### config.mk
export PLATFORM = sky130hd
export DESIGN_NAME = pbtn_counter
export DESIGN_NICKNAME = d
export VERILOG_FILES = /design/src/rtl/pbtn_counter_pkg.sv /design/src/rtl/pbtn_debounce.sv /design/src/rtl/pbtn_count_core.sv /design/src/rtl/pbtn_bcd_conv.sv /design/src/rtl/pbtn_counter.sv
export SDC_FILE = /design/constraint.sdc
export NUM_CORES = 1
export LEC_CHECK = 0
export BUFFER_PORTS_ARGS = -buffer_cell sky130_fd_sc_hd__buf_2
export CORE_MARGIN = 2
export CORE_UTILIZATION = 50
export CTS_CLUSTER_SIZE = 16
export DETAILED_ROUTE_END_ITERATION = 10
export GPL_TIMING_DRIVEN = 0
export PLACE_DENSITY = 0.71
export REMOVE_ABC_BUFFERS = 1
export SETUP_SLACK_MARGIN = 0.15
export SYNTH_ARGS = -nofsm -noshare
export SYNTH_HDL_FRONTEND = slang
export SYNTH_SLANG_ARGS = --single-unit
### constraint.sdc
create_clock -name clk -period 7 [get_ports clk]
set_input_delay 0.7 -clock clk [delete_from_list [all_inputs] [get_ports clk]]
set_output_delay 0.7 -clock clk [all_outputs]
set_load 0.03 [all_outputs]
### src/rtl/pbtn_counter_pkg.sv
package pbtn_counter_pkg;
  localparam int unsigned NUM_BTN = 4;
  localparam int unsigned BTN_CLR  = 0;
  localparam int unsigned BTN_LOAD = 1;
  localparam int unsigned BTN_UP   = 2;
  localparam int unsigned BTN_DOWN = 3;

  typedef enum logic [2:0] {
    CMD_NONE,
    CMD_CLR,
    CMD_LOAD,
    CMD_UP,
    CMD_DOWN
  } cmd_e;
endpackage

### src/rtl/pbtn_debounce.sv
module pbtn_debounce #(
  parameter int unsigned DEBOUNCE_CYCLES = 100000
) (
  input  logic clk,
  input  logic rst_ni,
  input  logic raw_i,
  output logic press_o
);
  localparam int unsigned CW = $clog2(DEBOUNCE_CYCLES + 1);
  localparam logic [CW-1:0] LIMIT = CW'(DEBOUNCE_CYCLES - 1);

  logic          sync1_q, sync2_q;
  logic          level_q, level_d;
  logic          level_dly_q;
  logic [CW-1:0] cnt_q, cnt_d;

  always_ff @(posedge clk or negedge rst_ni) begin
    if (!rst_ni) begin
      sync1_q <= 1'b0;
      sync2_q <= 1'b0;
    end else begin
      sync1_q <= raw_i;
      sync2_q <= sync1_q;
    end
  end

  always_comb begin
    level_d = level_q;
    cnt_d   = '0;
    if (sync2_q != level_q) begin
      if (cnt_q == LIMIT) begin
        level_d = sync2_q;
      end else begin
        cnt_d = cnt_q + 1'b1;
      end
    end
  end

  always_ff @(posedge clk or negedge rst_ni) begin
    if (!rst_ni) begin
      level_q     <= 1'b0;
      level_dly_q <= 1'b0;
      cnt_q       <= '0;
    end else begin
      level_q     <= level_d;
      level_dly_q <= level_q;
      cnt_q       <= cnt_d;
    end
  end

  assign press_o = level_q & ~level_dly_q;


  stable_hold_chk: assert property (@(posedge clk) disable iff (!rst_ni)
    (level_q != $past(level_q)) |-> ($past(sync2_q) == level_q));


  single_pulse_chk: assert property (@(posedge clk) disable iff (!rst_ni)
    press_o |=> !press_o);
endmodule

### src/rtl/pbtn_count_core.sv
module pbtn_count_core
  import pbtn_counter_pkg::*;
#(
  parameter int unsigned WIDTH = 8
) (
  input  logic             clk,
  input  logic             rst_ni,
  input  logic [NUM_BTN-1:0] press_i,
  input  logic [WIDTH-1:0] sw_i,
  output logic [WIDTH-1:0] count_o
);
  cmd_e             cmd;
  logic [WIDTH-1:0] cnt_q, cnt_d;
  logic             cnt_en;

  always_comb begin
    if (press_i[BTN_CLR])       cmd = CMD_CLR;
    else if (press_i[BTN_LOAD]) cmd = CMD_LOAD;
    else if (press_i[BTN_UP])   cmd = CMD_UP;
    else if (press_i[BTN_DOWN]) cmd = CMD_DOWN;
    else                        cmd = CMD_NONE;
  end

  always_comb begin
    cnt_en = 1'b1;
    unique case (cmd)
      CMD_CLR:  cnt_d = '0;
      CMD_LOAD: cnt_d = sw_i;
      CMD_UP:   cnt_d = cnt_q + 1'b1;
      CMD_DOWN: cnt_d = cnt_q - 1'b1;
      default: begin
        cnt_d  = cnt_q;
        cnt_en = 1'b0;
      end
    endcase
  end

  always_ff @(posedge clk or negedge rst_ni) begin
    if (!rst_ni)     cnt_q <= '0;
    else if (cnt_en) cnt_q <= cnt_d;
  end

  assign count_o = cnt_q;


  clr_zero_chk: assert property (@(posedge clk) disable iff (!rst_ni)
    press_i[BTN_CLR] |=> (count_o == '0));

  load_sw_chk: assert property (@(posedge clk) disable iff (!rst_ni)
    (press_i[BTN_LOAD] && !press_i[BTN_CLR]) |=> (count_o == $past(sw_i)));

  up_step_chk: assert property (@(posedge clk) disable iff (!rst_ni)
    (press_i == NUM_BTN'(1 << BTN_UP)) |=> (count_o == WIDTH'($past(count_o) + 1'b1)));

  down_step_chk: assert property (@(posedge clk) disable iff (!rst_ni)
    (press_i == NUM_BTN'(1 << BTN_DOWN)) |=> (count_o == WIDTH'($past(count_o) - 1'b1)));

  idle_hold_chk: assert property (@(posedge clk) disable iff (!rst_ni)
    (press_i == '0) |=> $stable(count_o));
endmodule

### src/rtl/pbtn_bcd_conv.sv
module pbtn_bcd_conv #(
  parameter int unsigned WIDTH  = 8,
  parameter int unsigned DIGITS = 3
) (
  input  logic [WIDTH-1:0]    bin_i,
  output logic [DIGITS*4-1:0] bcd_o
);
  localparam int unsigned SW = DIGITS * 4 + WIDTH;

  logic [SW-1:0] scratch;

  always_comb begin
    scratch = {{(DIGITS*4){1'b0}}, bin_i};
    for (int b = 0; b < WIDTH; b++) begin
      for (int d = 0; d < DIGITS; d++) begin
        if (scratch[WIDTH + d*4 +: 4] >= 4'd5) begin
          scratch[WIDTH + d*4 +: 4] = scratch[WIDTH + d*4 +: 4] + 4'd3;
        end
      end
      scratch = scratch << 1;
    end
    bcd_o = scratch[SW-1:WIDTH];
  end


  always_comb begin
    bcd_digit_chk: assert (bcd_o[3:0] <= 4'd9 && bcd_o[7:4] <= 4'd9);
  end
endmodule

### src/rtl/pbtn_counter.sv
module pbtn_counter
  import pbtn_counter_pkg::*;
#(
  parameter int unsigned DEBOUNCE_CYCLES = 100000
) (
  input  logic       clk,
  input  logic       rst_n,
  input  logic       btn_up_i,
  input  logic       btn_down_i,
  input  logic       btn_load_i,
  input  logic       btn_clr_i,
  input  logic [7:0] sw_i,
  output logic [7:0] count_o,
  output logic [3:0] bcd_hund_o,
  output logic [3:0] bcd_tens_o,
  output logic [3:0] bcd_ones_o
);
  localparam int unsigned WIDTH  = 8;
  localparam int unsigned DIGITS = 3;

  logic [1:0]         rst_sync_q;
  logic               rst_ni;
  logic [NUM_BTN-1:0] raw_btn;
  logic [NUM_BTN-1:0] press;
  logic [DIGITS*4-1:0] bcd;

  always_ff @(posedge clk or negedge rst_n) begin
    if (!rst_n) rst_sync_q <= 2'b00;
    else        rst_sync_q <= {rst_sync_q[0], 1'b1};
  end
  assign rst_ni = rst_sync_q[1];

  always_comb begin
    raw_btn           = '0;
    raw_btn[BTN_CLR]  = btn_clr_i;
    raw_btn[BTN_LOAD] = btn_load_i;
    raw_btn[BTN_UP]   = btn_up_i;
    raw_btn[BTN_DOWN] = btn_down_i;
  end

  for (genvar g = 0; g < NUM_BTN; g++) begin : g_btn
    pbtn_debounce #(.DEBOUNCE_CYCLES(DEBOUNCE_CYCLES)) i_deb (
      .clk    (clk),
      .rst_ni (rst_ni),
      .raw_i  (raw_btn[g]),
      .press_o(press[g])
    );
  end

  pbtn_count_core #(.WIDTH(WIDTH)) i_core (
    .clk    (clk),
    .rst_ni (rst_ni),
    .press_i(press),
    .sw_i   (sw_i),
    .count_o(count_o)
  );

  pbtn_bcd_conv #(.WIDTH(WIDTH), .DIGITS(DIGITS)) i_bcd (
    .bin_i(count_o),
    .bcd_o(bcd)
  );

  assign bcd_hund_o = bcd[11:8];
  assign bcd_tens_o = bcd[7:4];
  assign bcd_ones_o = bcd[3:0];


  bcd_value_chk: assert property (@(posedge clk) disable iff (!rst_ni)
    (10'(bcd_hund_o) * 10'd100 + 10'(bcd_tens_o) * 10'd10 + 10'(bcd_ones_o)) == 10'(count_o));

  reset_zero_chk: assert property (@(posedge clk) !rst_ni |-> (count_o == 8'd0));
endmodule

=== Word level (Yosys, flattened, before mapping) ===
Cells that the tools add are included.

* Mux-type cells: 32
* $add $sub $neg: 24
* Bitwise gates (word level): 8
* Reductions and logical operators: 7
* Eq/ne operators: 12
* Magnitude comparators: 18

{| class="wikitable"
|+ Operators with widths
! cell !! number
|-
| $mux W17 || 8
|-
| $add A17 B1 Y17 const B || 4
|-
| $eq A17 B17 Y1 const B || 4
|-
| $ge A4 B3 Y1 const B || 15
|-
| $mux W4 || 12
|-
| $add A4 B2 Y4 const B || 11
|-
| $pmux W8 S4 || 1
|-
| $mux W3 || 10
|-
| $add A3 B2 Y3 const B || 4
|-
| $reduce_and A2 Y1 || 5
|-
| $add A8 B1 Y8 const B || 1
|-
| $sub A8 B1 Y8 const B || 1
|-
| $add A1 B2 Y3 const B || 2
|-
| $eq A3 B2 Y1 const B || 2
|-
| $ge A1 B3 Y1 const B || 2
|-
| $and A1 B1 Y1 || 4
|-
| $ne A1 B1 Y1 || 4
|-
| $not A1 Y1 || 4
|-
| $reduce_bool A4 Y1 || 1
|-
| $reduce_or A4 Y1 || 1
|-
| $add A1 B2 Y3 const AB || 1
|-
| $eq A3 B1 Y1 const B || 1
|-
| $eq A3 B3 Y1 const B || 1
|-
| $ge A1 B3 Y1 const AB || 1
|-
| $mux W1 || 1
|}

* Output and inout port bits: 20
* Bits in registers: 94

=== Depth between registers and ports, before layout ===
Gate-level depths: netlist of run 1.

* Depth in word-level cells: 14
* Mapped depth: 23

=== Modules after synthesis ===
A second synthesis of run 1 with hierarchy kept.

* Cell total of the unflattened synthesis: 598
* Area total of the unflattened synthesis: 5645.4 um^2

{| class="wikitable"
|+ Modules (own cells, without submodules)
! module !! area each (um^2) !! instances !! cells an instance
|-
| pbtn_debounce || 972.2 || 4 || 93
|-
| pbtn_bcd_conv || 969.7 || 1 || 134
|-
| pbtn_count_core || 733.2 || 1 || 89
|-
| pbtn_counter || 53.8 || 1 || 3
|}

=== Least setup slack after synthesis of run 1 ===
OpenSTA, ideal clock, no wires.

* Kind: reg-to-output
* Start point: register i_core.cnt_q[5], in the netlist i_core.count_o[5]
* End point: output bcd_tens_o[0]
* Setup slack: 1.276 ns
* Buffers on the path: 1
* Stages on the path, launching flop included: 22
* Arrival time: 5.024 ns
* Data required time: 6.300 ns
* Cells stage by stage: dfrtp_1 inv_1 ha_1 inv_1 ha_1 a21oi_2 xnor2_1 ha_1 nor2b_1 buf_2 a211o_1 a2111oi_4 inv_2 ha_1 nand2b_1 o32ai_1 o31a_1 or3_1 and2_4 nand2b_1 o22ai_1 a221oi_1

* Cells in the longest elaborated chain, start to end: 10
* Elaborated cells between the ends (all ways): 15

{| class="wikitable"
|+ RTL lines
! element !! line !! source
|-
| from (decl) || pbtn_count_core.sv:13 || <nowiki>logic [WIDTH-1:0] cnt_q, cnt_d;</nowiki>
|-
| from (signal assigned) || pbtn_count_core.sv:40 || <nowiki>else if (cnt_en) cnt_q <= cnt_d;</nowiki>
|-
| $add A4 B2 Y4 or $ge A4 B3 Y1 (tied branches) || pbtn_bcd_conv.sv:17, pbtn_bcd_conv.sv:16 ||
|-
| $mux W4 * || pbtn_bcd_conv.sv:16 || <nowiki>if (scratch[WIDTH + d*4 +: 4] >= 4'd5) begin</nowiki>
|-
| $add A4 B2 Y4 or $ge A4 B3 Y1 (tied branches) || pbtn_bcd_conv.sv:17, pbtn_bcd_conv.sv:16 ||
|-
| $mux W4 * || pbtn_bcd_conv.sv:16 ||
|-
| $add A4 B2 Y4 or $ge A4 B3 Y1 (tied branches) || pbtn_bcd_conv.sv:17, pbtn_bcd_conv.sv:16 ||
|-
| $mux W4 * || pbtn_bcd_conv.sv:16 ||
|-
| $ge A4 B3 Y1 or $add A4 B2 Y4 (tied branches) || pbtn_bcd_conv.sv:16, pbtn_bcd_conv.sv:17 ||
|-
| $mux W4 * || pbtn_bcd_conv.sv:16 ||
|-
| $add A4 B2 Y4 or $ge A4 B3 Y1 (tied branches) || pbtn_bcd_conv.sv:17, pbtn_bcd_conv.sv:16 ||
|-
| $mux W4 * || pbtn_bcd_conv.sv:16 ||
|-
| to (decl) || pbtn_counter.sv:15 || <nowiki>output logic [3:0] bcd_tens_o,</nowiki>
|}

Mark *: on every way between the ends. The rest lies on a longest branch, timed or not.

=== Worst setup path after layout of run 1 ===
* Start point: register i_core.cnt_q[5], in the netlist i_core.count_o[5]
* End point: output bcd_ones_o[3]

* Cells in the longest elaborated chain, start to end: 10
* Elaborated cells between the ends (all ways): 15

{| class="wikitable"
|+ RTL lines
! element !! line !! source
|-
| $add A4 B2 Y4 or $ge A4 B3 Y1 (tied branches) || pbtn_bcd_conv.sv:17, pbtn_bcd_conv.sv:16 ||
|-
| $mux W4 * || pbtn_bcd_conv.sv:16 ||
|-
| $add A4 B2 Y4 or $ge A4 B3 Y1 (tied branches) || pbtn_bcd_conv.sv:17, pbtn_bcd_conv.sv:16 ||
|-
| $mux W4 * || pbtn_bcd_conv.sv:16 ||
|-
| $add A4 B2 Y4 or $ge A4 B3 Y1 (tied branches) || pbtn_bcd_conv.sv:17, pbtn_bcd_conv.sv:16 ||
|-
| $mux W4 * || pbtn_bcd_conv.sv:16 ||
|-
| $ge A4 B3 Y1 or $add A4 B2 Y4 (tied branches) || pbtn_bcd_conv.sv:16, pbtn_bcd_conv.sv:17 ||
|-
| $mux W4 * || pbtn_bcd_conv.sv:16 ||
|-
| $add A4 B2 Y4 or $ge A4 B3 Y1 (tied branches) || pbtn_bcd_conv.sv:17, pbtn_bcd_conv.sv:16 ||
|-
| $mux W4 * || pbtn_bcd_conv.sv:16 ||
|-
| to (decl) || pbtn_counter.sv:16 || <nowiki>output logic [3:0] bcd_ones_o</nowiki>
|}

Marked as above.

==> flow_summary_export.csv, run 1 <==
group,metric,value,unit
cells_and_area,fin_util,55.8,%
sta,rsz0062_at_grt,"no",
clock_network,clock_path_buffers,2,
clock_network,h-tree-depth,3,
synthesis,netlist_instances,565,
worst_setup_path,worstSetupPathType,"register to output port",
sta,fin_worst_skew,17.9,ps
worst_setup_path,critPathCaptureType,"output port",
power_and_ir_drop,p_total,0.953,mW
sta,fin_crit,6360,ps
detailed_routing,ant_nets,0,
clock_network,hold_buffers,0,
clock_network,cts.sinks,94,
cells_and_area,stdcell_area,0.00574,mm^2
floorplan,start_util,51.1,%
synthesis,synth_top_flop_cell,"dfrtp_1",
worst_setup_path,arrival,5660,ps
clock_network,numCtsBuffers,9,
sta,timing.final.ws_setup,641,ps
synthesis,synth-simple-area-share,23.0,%
worst_setup_path,crit_required,6300,ps
clock_network,cts_tree,"yes",
clock_network,clock_latency,350,ps
power_and_ir_drop,ir_drop,0.134,mV
synthesis,ys_ff_latch,94,
power_and_ir_drop,p_per_area,166,mW/mm^2
cells_and_area,antenna_cells,0,
grt,grt_pass1_vias,3860,
cells_and_area,multi_input_area,0.00276,mm^2
synthesis,synth_fa_ha_area_share,4.91,%
detailed_routing,viasPerCell,5.42,
clock_network,cts_setup_buffers,0,
worst_setup_path,critPathBufInv,4,
cells_and_area,nNetsFinal,629,
floorplan,ioPinCount,34,
cells_and_area,area_growth,9.29,%
synthesis,yosys-top-cells-area,"dfrtp_1 (45%), xor2_1 (8.0%), nor2_1 (7.4%)",
synthesis,synth_common_cells,"nor2_1 (103), dfrtp_1 (94), nand2_1 (48), xor2_1 (48), nand3_1 (32)",
synthesis,synth_area_per_cell,9.29,um^2
detailed_routing,drt-wirelength-per-cell,12.9,um
synthesis,synth-compound-area-share,9.67,%
detailed_routing,drt_drc_violations_left,0,
detailed_routing,num_vias,3988,
detailed_routing,dr.pass1.iters,4,
worst_setup_path,crit_path_top_delay_cell,"dfrtp_1",
clock_network,cts_root_buf,"clkbuf_8",
sta,tightest_slew,686,ps
sta,maxSlewHeadroom,54.3,%
synthesis,synth_mux_area_share,2.26,%
synthesis,yosysMostFrequentCell,"nor2_1",
worst_setup_path,critPathMostFrequentCell,"ha_1",
synthesis,synth_top_area_cell,"dfrtp_1",
placement,place.gp.congestion,0.878,
placement,post_dp_cell_area,0.00554,mm^2
synthesis,seq_area_frac_synth,44.8,%
synthesis,synth_edf_count,0,
placement,hpwl,6880,um
cells_and_area,layout-drive-gt1-share,11.2,%
floorplan,coreArea,0.0103,mm^2
worst_setup_path,worstPathMaxFanout,10,
worst_setup_path,critPathLaunchType,"register",
sta,drv_slew,0,
sta,period_share,90.8,%
sta,fmax,0.157,GHz
cells_and_area,fill_cells,954,
synthesis,synth_top_area_share,44.8,%
sta,setup_violations,0,
synthesis,synth_top_family_by_area,"simple AND/OR/NAND/NOR gates",
hold_path,hp-class,"primary input to async pin",
synthesis,synthXorXnorAreaFrac,12.5,%
grt,grt_usage,17.9,%
placement,dp_slack,1080,ps
grt,overflow,0,
grt,grt_max_degree,71,
grt,antenna_found_initial,0,
worst_setup_path,cpPeakStageDelay,560,ps
cells_and_area,seq_area,0.00236,mm^2
floorplan,die_x,106,um
synthesis,ys_warn_count,0,
synthesis,ys_async_sr_fraction,100,%
status,status,"finished, final reports clean",
synthesis,netlist_area,0.00525,mm^2
clock_network,clkTransAtPathRegs,80,ps
floorplan,fp.dieH,106,um
floorplan,die_area,0.0113,mm^2
worst_setup_path,cp_cell_sequence,"inv_1 -> ha_1 -> inv_1 -> ha_1 -> a21oi_2 -> xnor2_1 -> ha_1 -> nor2b_1 -> nor4_1 -> a2111oi_4 -> inv_2 -> ha_1 -> nand2b_1 -> o32ai_1 -> o31a_1 -> or3_1 -> and2_4 -> and3_4 -> o32a_1 -> o22ai_1 -> buf_2",
detailed_routing,first_iter_violations,296,
clock_network,post_cts_resized,0,
grt,grt_first_pass_wirelength,16800,um
placement,port_buffers,31,
worst_setup_path,critPathTopFamily,"simple AND/OR/NAND/NOR gates",
sta,fin_tns_setup,0,ps
flow_run,max_cap_viol_count,0,
sta,hold_viol,0,
floorplan,rows,37,
power_and_ir_drop,total_leakage_power,2.66,nW
synthesis,ys_types,59,
detailed_routing,drt_wl_total,9480,um
==> layer usage <==
layer  vias to the layer above  share of wire [%]  global-route usage, %  wire, um
li1                       1988                  -                      -         -
met5                         -                  0                      0         0
met4                         0               0.94                   4.45        89
met2                        70                 48                   30.6      4540
met1                      1922                 48                   23.7      4510
met3                         8                3.6                   3.13       346
==> final cells by class <==
type,count,share of cell area (%)
multi-input combinational,439,48.1
sequential,94,41.1
timing repair buffer,32,3.18
tap,136,2.96
clock buffer,11,2.46
inverter,19,1.24
clock inverter,5,1.02
==> power breakdown <==
part	leakage, nW	internal (mW)	total, mW	switching [mW]
clock	0.0955	0.175	0.357	0.182
combinational	1.29	0.0117	0.0351	0.0234
sequential	1.28	0.551	0.562	0.0101
total	2.66	0.738	0.953	0.215
==> cell families after synthesis <==
logic type,after synthesis
and+or+nand+nor,257
DFF,94
xor gates and xnor gates,74
adders and majority gates,20
muxes,10
AOI/OAI and AO/OA,75
other,2
buffers and inverters,33
==> state kept, by name, summed over array words and instances, names as in the netlist <==
register and flops:
rst_sync_q 2, g_btn.i_deb.sync1_q 4, i_core.count_o 8, g_btn.i_deb.level_dly_q 4, g_btn.i_deb.cnt_q 68, g_btn.i_deb.level_q 4, g_btn.i_deb.sync2_q 4
==> through the flow <==
stage	hold slack [ps]	instances
after floorplan	331	552
after global placement	331	719
after detailed placement	232	720
after CTS	112	736
after global routing	107	736
final	124	736
==> path summary, 6_finish.rpt <==
kind                                   startpoint                        to  slack (ps)  cells past startpoint
max                             i_core.count_o[5]             bcd_ones_o[3]         640                     21
min                                         rst_n             rst_sync_q[0]         120                      1
max reg2reg                g_btn[1].i_deb.level_q         i_core.count_o[7]        3520                     12
min reg2reg                         rst_sync_q[1]  g_btn[0].i_deb.cnt_q[15]         230                      0
max in group asynchronous           rst_sync_q[1]    g_btn[2].i_deb.sync1_q        6150                      1
min in group clk           g_btn[2].i_deb.sync1_q    g_btn[2].i_deb.sync2_q         340                      0
==> placed cells by master, fill, tap and decap left out, drive strengths merged, types with 6 or more instances in the layout <==
cell | Yosys | final
nor2 | 103 | 103
dfrtp | 94 | 94
nand2 | 48 | 48
xor2 | 48 | 48
nand3 | 33 | 33
buf | 5 | 32
xnor2 | 26 | 26
a21oi | 24 | 24
ha | 19 | 19
inv | 19 | 19
and3 | 15 | 15
nand4 | 14 | 14
o21ai | 14 | 14
nor3 | 12 | 12
clkbuf | 9 | 11
nor4 | 6 | 6
o22ai | 6 | 6
==> worst reg2reg max path, cell delays in order (launching register included) <==
cell and delay (ps):
dfrtp_1 420, nand2b_1 150, nor2b_1 480, and3_1 470, ha_1 310, a21o_1 150, a21oi_1 230, o21bai_1 100
a21oi_1 250, o21ai_0 160, xor2_1 170, mux2_2 350, nor3_1 180
No activity file was read; power rests on OpenSTA's default activity.
==> run 2: changes to the inputs <==
- ABC_AREA: not set -> 1
==> flow_summary_export.csv, run 2 <==
group,metric,value,unit
status,status,"finished, final reports clean",
sta,drv_slew,0,
placement,place.gp.congestion,0.821,
flow_run,max_cap_viol_count,0,
sta,fmax,0.185,GHz
synthesis,synth_top_flop_cell,"dfrtp_1",
detailed_routing,drt_drc_violations_left,0,
sta,fin_hold_ws,108,ps
sta,setup_violations,0,
synthesis,synth_common_cells,"nand2_1 (108), inv_1 (106), dfrtp_1 (94)",
synthesis,synth-simple-area-share,29.5,%
synthesis,ys_warn_count,0,
clock_network,cts_setup_buffers,0,
synthesis,synth_top_family_by_area,"simple AND/OR/NAND/NOR gates",
worst_setup_path,r2r_start,"g_btn[0].i_deb.level_q",
grt,antenna_found_initial,0,
clock_network,clock_path_buffers,2,
placement,dp_slack,2010,ps
power_and_ir_drop,total_leakage_power,2.76,nW
sta,timing.final.ws_setup,1600,ps
cells_and_area,largest_reg_flops,68,
synthesis,synth_area_per_cell,8.06,um^2
cells_and_area,fill_cells,929,
power_and_ir_drop,ir_drop,0.164,mV
detailed_routing,first_iter_violations,256,
worst_setup_path,critPathMostFrequentCell,"inv_1",
floorplan,fp.dieH,107,um
synthesis,seq_area_frac_synth,44.3,%
placement,port_buffers,31,
clock_network,post_cts_resized,0,
grt,grt_first_pass_wirelength,17300,um
placement,hpwl,7210,um
worst_setup_path,crit_path_top_delay_cell,"dfrtp_1",
synthesis,yosysMostFrequentCell,"nand2_1",
synthesis,synth_edf_count,0,
placement,post_dp_cell_area,0.00565,mm^2
sta,fin_crit,5400,ps
synthesis,ys_async_sr_fraction,100,%
grt,grt_usage,18.5,%
synthesis,synth-compound-area-share,9.10,%
clock_network,clock_latency,360,ps
hold_path,hp-class,"primary input to async pin",
worst_setup_path,crit_required,6300,ps
floorplan,rows,37,
worst_setup_path,critPathCaptureType,"output port",
worst_setup_path,critPathLaunchType,"register",
cells_and_area,layout_common_cells,"nand2_1 (108), inv_1 (106), nor2_1 (93), dfrtp_1 (93), nor3_1 (34)",
detailed_routing,drt-wirelength-per-cell,11.5,um
floorplan,die_x,107,um
sta,rsz0062_at_grt,"no",
synthesis,synth_mux_area_share,0.212,%
detailed_routing,drt_wl_total,9600,um
floorplan,die_area,0.0115,mm^2
sta,maxSlewHeadroom,12.9,%
cells_and_area,antenna_cells,0,
worst_setup_path,worstSetupPathType,"register to output port",
worst_setup_path,worstPathMaxFanout,6,
detailed_routing,viasPerCell,5.08,
synthesis,netlist_instances,659,
synthesis,synth_fa_ha_area_share,4.85,%
worst_setup_path,r2r_setup_slack,4060,ps
floorplan,ioPinCount,34,
synthesis,ys_types,50,
cells_and_area,stdcell_area,0.00583,mm^2
sta,fin_tns_setup,0,ps
synthesis,yosys-top-cells-area,"dfrtp_1 (44%), nand2_1 (7.6%), inv_1 (7.5%)",
cells_and_area,largest_register,"g_btn.i_deb.cnt_q",
clock_network,clkTransAtPathRegs,90,ps
synthesis,synth_top_area_cell,"dfrtp_1",
synthesis,ys_ff_latch,94,
floorplan,coreArea,0.0103,mm^2
clock_network,h-tree-depth,3,
grt,grt_pass1_vias,4069,
clock_network,numCtsBuffers,9,
detailed_routing,dr.pass1.iters,6,
worst_setup_path,arrival,4700,ps
clock_network,hold_buffers,0,
synthesis,synthXorXnorAreaFrac,3.44,%
sta,hold_viol,0,
cells_and_area,nNetsFinal,731,
power_and_ir_drop,p_per_area,159,mW/mm^2
cells_and_area,fin_util,56.5,%
detailed_routing,num_vias,4256,
cells_and_area,final_common_cell,"nand2_1",
clock_network,cts_tree,"yes",
cells_and_area,layout-drive-gt1-share,13.5,%
sta,tightest_slew,1290,ps
detailed_routing,ant_nets,0,
worst_setup_path,reg2regPathDepth,18,
synthesis,synth_top_area_share,44.3,%
worst_setup_path,rr_endpoint,"i_core.count_o[7]",
grt,overflow,0,
sta,period_share,77.1,%
worst_setup_path,cpPeakStageDelay,470,ps
synthesis,netlist_area,0.00531,mm^2
clock_network,cts.sinks,94,
grt,grt_max_degree,72,
floorplan,start_util,51.4,%
sta,fin_worst_skew,12.2,ps
clock_network,cts_root_buf,"clkbuf_8",
cells_and_area,area_growth,9.80,%
run 2: cell types whose count changed in the layout (fill, tap and decap cells not counted), sizes merged, moves of 13 or more:
cell   delta
inv      +92
nand2    +80
xor2     -32
nor3     +23
xnor2    -22
and3     -13
run 2: how the worst max path moves through the flow:
stage                      startpoint             to  slack (ps)  cells past startpoint
floorplan           i_core.count_o[5]  bcd_hund_o[0]        2210                     27
global placement    i_core.count_o[5]  bcd_tens_o[2]        2250                     28
detailed placement  i_core.count_o[5]  bcd_tens_o[2]        2010                     28
CTS                 i_core.count_o[5]  bcd_tens_o[2]        1590                     28
global route        i_core.count_o[5]  bcd_tens_o[2]        1170                     28
finish              i_core.count_o[5]  bcd_tens_o[2]        1600                     28
run 2: area by class of cell:
type,instances,area (um^2),share of cell area (%)
Clock inverter,6,45.0,0.773
Inverter,109,409,7.02
Clock buffer,10,138,2.36
Sequential cell,94,2360,40.4
Tap cell,136,170,2.92
Multi-Input combinational cell,450,2520,43.3
Timing Repair Buffer,33,190,3.26
run 2: cell families after synthesis:
| group | count (synthesis) |
|---|---|
| compound gates | 75 |
| xor+xnor | 20 |
| fa+ha+maj | 20 |
| buf+inv | 116 |
| flops | 94 |
| mux | 1 |
| other cells | 2 |
| simple gates | 331 |
run 2: layer usage:
layer	part of all wire, %	up-vias	GRT usage (%)
met1	48	1982	23.7
li1	-	2204	-
met2	48	57	31.4
met3	3.1	13	4.44
met4	1.1	0	4.82
met5	0	-	0
run 2: worst max-delay path: cells and delay by family (launching register included):
kind            cells  cell delay (ps)
fa+ha+maj           5             1010
buf+inv             9              900
flops               1              470
simple gates       10              980
compound gates      3              770
xor+xnor            1              200
run 2: report_power, final:
part,internal [mW],switching (mW)
registers,0.551,0.00758
clock network,0.141,0.193
logic,0.0110,0.0225
total,0.703,0.223
run 2: through the flow:
stage	power, mW	instances
3_3_place_gp	0.600	820
6_report	0.926	838
2_1_floorplan	0.589	653
4_1_cts	0.943	838
3_5_place_dp	0.604	822
5_1_grt	0.971	838
==> run 3: changes to the inputs <==
- ABC_AREA: 1 -> 0
- PLACE_DENSITY: 0.71 -> 0.73
- clock period: 7 -> 4.5 ns (I/O delays scaled with it)
==> flow_summary_export.csv, run 3 (same netlist as run 1, synthesis figures left out) <==
group,metric,value,unit
status,status,"complete, but fails checks",
status,failed_checks,"negative setup slack",
worst_setup_path,critPathLaunchType,"register",
sta,fmax,0.199,GHz
power_and_ir_drop,total_leakage_power,2.82,nW
worst_setup_path,cpPeakStageDelay,450,ps
worst_setup_path,critPathCaptureType,"output port",
hold_path,hp-class,"primary input to register",
worst_setup_path,worstPathMaxFanout,5,
power_and_ir_drop,p_per_area,238,mW/mm^2
detailed_routing,ant_nets,0,
cells_and_area,final_common_cell,"nor2_1",
grt,overflow,0,
floorplan,rows,37,
worst_setup_path,critPathMostFrequentCell,"ha_4",
sta,drv_slew,0,
cells_and_area,largest_reg_flops,68,
cells_and_area,area_growth,18.8,%
sta,period_share,112,%
floorplan,coreArea,0.0103,mm^2
worst_setup_path,r2r_setup_slack,1000,ps
floorplan,fp.dieH,106,um
grt,grt_first_pass_wirelength,19200,um
sta,fin_worst_skew,11.8,ps
detailed_routing,drt-wirelength-per-cell,14.2,um
cells_and_area,layout_common_cells,"nor2_1 (100), dfrtp_1 (90), xor2_1 (48), nand2_1 (45), nand3_1 (30)",
floorplan,die_x,106,um
hold_path,whs_path_depth,1,
detailed_routing,num_vias,4125,
grt,grt_pass1_vias,4290,
clock_network,clkTransAtPathRegs,90,ps
clock_network,h-tree-depth,3,
clock_network,cts_root_buf,"clkbuf_8",
sta,maxSlewHeadroom,57.2,%
clock_network,clock_latency,350,ps
clock_network,cts_tree,"yes",
placement,dp_slack,-1180,ps
sta,hold_viol,0,
clock_network,numCtsBuffers,9,
cells_and_area,nNetsFinal,653,
placement,place.gp.congestion,0.893,
worst_setup_path,critPathBufInv,4,
worst_setup_path,crit_required,4050,ps
worst_setup_path,cp_cell_sequence,"inv_4 -> ha_4 -> inv_2 -> ha_4 -> a21oi_4 -> xnor2_2 -> ha_2 -> nor2b_4 -> a211o_1 -> a2111oi_4 -> inv_2 -> ha_4 -> nand2b_4 -> o32ai_2 -> o31a_1 -> or3_4 -> a32o_2 -> xnor2_4 -> nand3_2 -> mux2i_1 -> buf_4",
sta,tightest_slew,640,ps
sta,rsz0062_at_grt,"yes",
hold_path,min_to,"g_btn[2].i_deb.sync1_q",
placement,port_buffers,31,
detailed_routing,drt_drc_violations_left,0,
detailed_routing,drt_wl_total,10800,um
grt,grt_usage,20.6,%
grt,grt_max_degree,65,
worst_setup_path,arrival,4570,ps
detailed_routing,dr.pass1.iters,4,
clock_network,cts.sinks,94,
detailed_routing,first_iter_violations,216,
floorplan,ioPinCount,34,
flow_run,max_cap_viol_count,0,
power_and_ir_drop,p_total,1.48,mW
placement,hpwl,7140,um
worst_setup_path,r2r_start,"g_btn[1].i_deb.level_q",
worst_setup_path,reg2regPathDepth,12,
cells_and_area,largest_register,"g_btn.i_deb.cnt_q",
floorplan,die_area,0.0113,mm^2
floorplan,start_util,51.1,%
grt,antenna_found_initial,1,
worst_setup_path,critPathTopFamily,"compound AO/OA/AOI/OAI gates",
detailed_routing,viasPerCell,5.42,
clock_network,clock_path_buffers,2,
power_and_ir_drop,ir_drop,0.205,mV
sta,fin_crit,5020,ps
hold_path,holdCritStartpoint,"btn_up_i",
sta,timing.final.ws_setup,-521,ps
worst_setup_path,rr_endpoint,"i_core.count_o[7]",
worst_setup_path,worstSetupPathType,"register to output port",
sta,setup_violations,9,
cells_and_area,layout-drive-gt1-share,21.8,%
worst_setup_path,crit_path_top_delay_cell,"dfrtp_2",
[run 3: cell types whose count changed in the layout (fill, tap and decap cells not counted), sizes merged, moves of 13 or more]
cell	change
nor3	-23
xnor2	+22
nand2	-80
and3	+13
inv	-90
buf	+22
xor2	+32
[run 3: worst reg2reg max path, delay by kind of cell (launching register included)]
| family | cells | cell delay, ps |
|---|---|---|
| AND/OR/NAND/NOR | 4 | 1290 |
| AO/OA/AOI/OAI | 5 | 850 |
| flip-flops | 1 | 430 |
| multiplexers | 1 | 350 |
| adder cells (fa/ha/maj) | 1 | 310 |
| XOR/XNOR | 1 | 170 |
[run 3: layout make-up]
class | instances | area (um^2)
diodes | 1 | 2.50
clock buffers | 10 | 128
clock inverters | 6 | 68.8
fillers | 897 | 4040
inverters | 19 | 73.8
multi-input cells | 439 | 3030
flip-flops and latches | 94 | 2360
well taps | 136 | 170
repair buffers | 56 | 407
[run 3: stage by stage]
step,hold WS (ps),util [%],cell area [um^2],instances,setup TNS [ps]
4_1_cts,186,59.7,6140,756,-4050
6_report,201,60.7,6240,761,-4090
2_1_floorplan,154,-,5180,552,-6770
5_1_grt,189,60.7,6230,760,-5550
3_3_place_gp,235,53.6,5510,719,-7530
3_5_place_dp,236,53.9,5540,720,-9410
[run 3: how the worst max path moves through the flow]
| stage | endpoint | startpoint | cells past startpoint |
|---|---|---|---|
| after floorplan | bcd_tens_o[0] | i_core.count_o[5] | 20 |
| after global routing | bcd_tens_o[3] | i_core.count_o[5] | 21 |
| after CTS | bcd_ones_o[3] | i_core.count_o[5] | 21 |
| final | bcd_tens_o[3] | i_core.count_o[5] | 21 |
| after global placement | bcd_ones_o[3] | i_core.count_o[5] | 21 |
| after detailed placement | bcd_ones_o[3] | i_core.count_o[5] | 21 |
[run 3: routing by layer]
layer / vias up / routed length [um] / GRT usage, %
met5: - / 0 / 0
met4: 0 / 173 / 7.24
met1: 1991 / 4710 / 25.7
li1: 2044 / - / -
met3: 16 / 387 / 3.80
met2: 74 / 5530 / 35.9
[run 3: timing repair]
| action | CTS | global route |
|---|---|---|
| setup endpoints to repair | 9 | 9 |
| hold buffers | 1 | 0 |
| resized for setup | 60 | 17 |
| pin swaps | 19 | 15 |
| buffers inserted | 19 | 4 |
| endpoints found under the hold margin | 2 | 0 |
[run 3: power breakdown]
group	total (mW)	switching, mW	leakage, nW	internal, mW
clock	0.553	0.292	0.0973	0.261
combinational	0.0540	0.0353	1.45	0.0187
sequential	0.875	0.0169	1.27	0.858
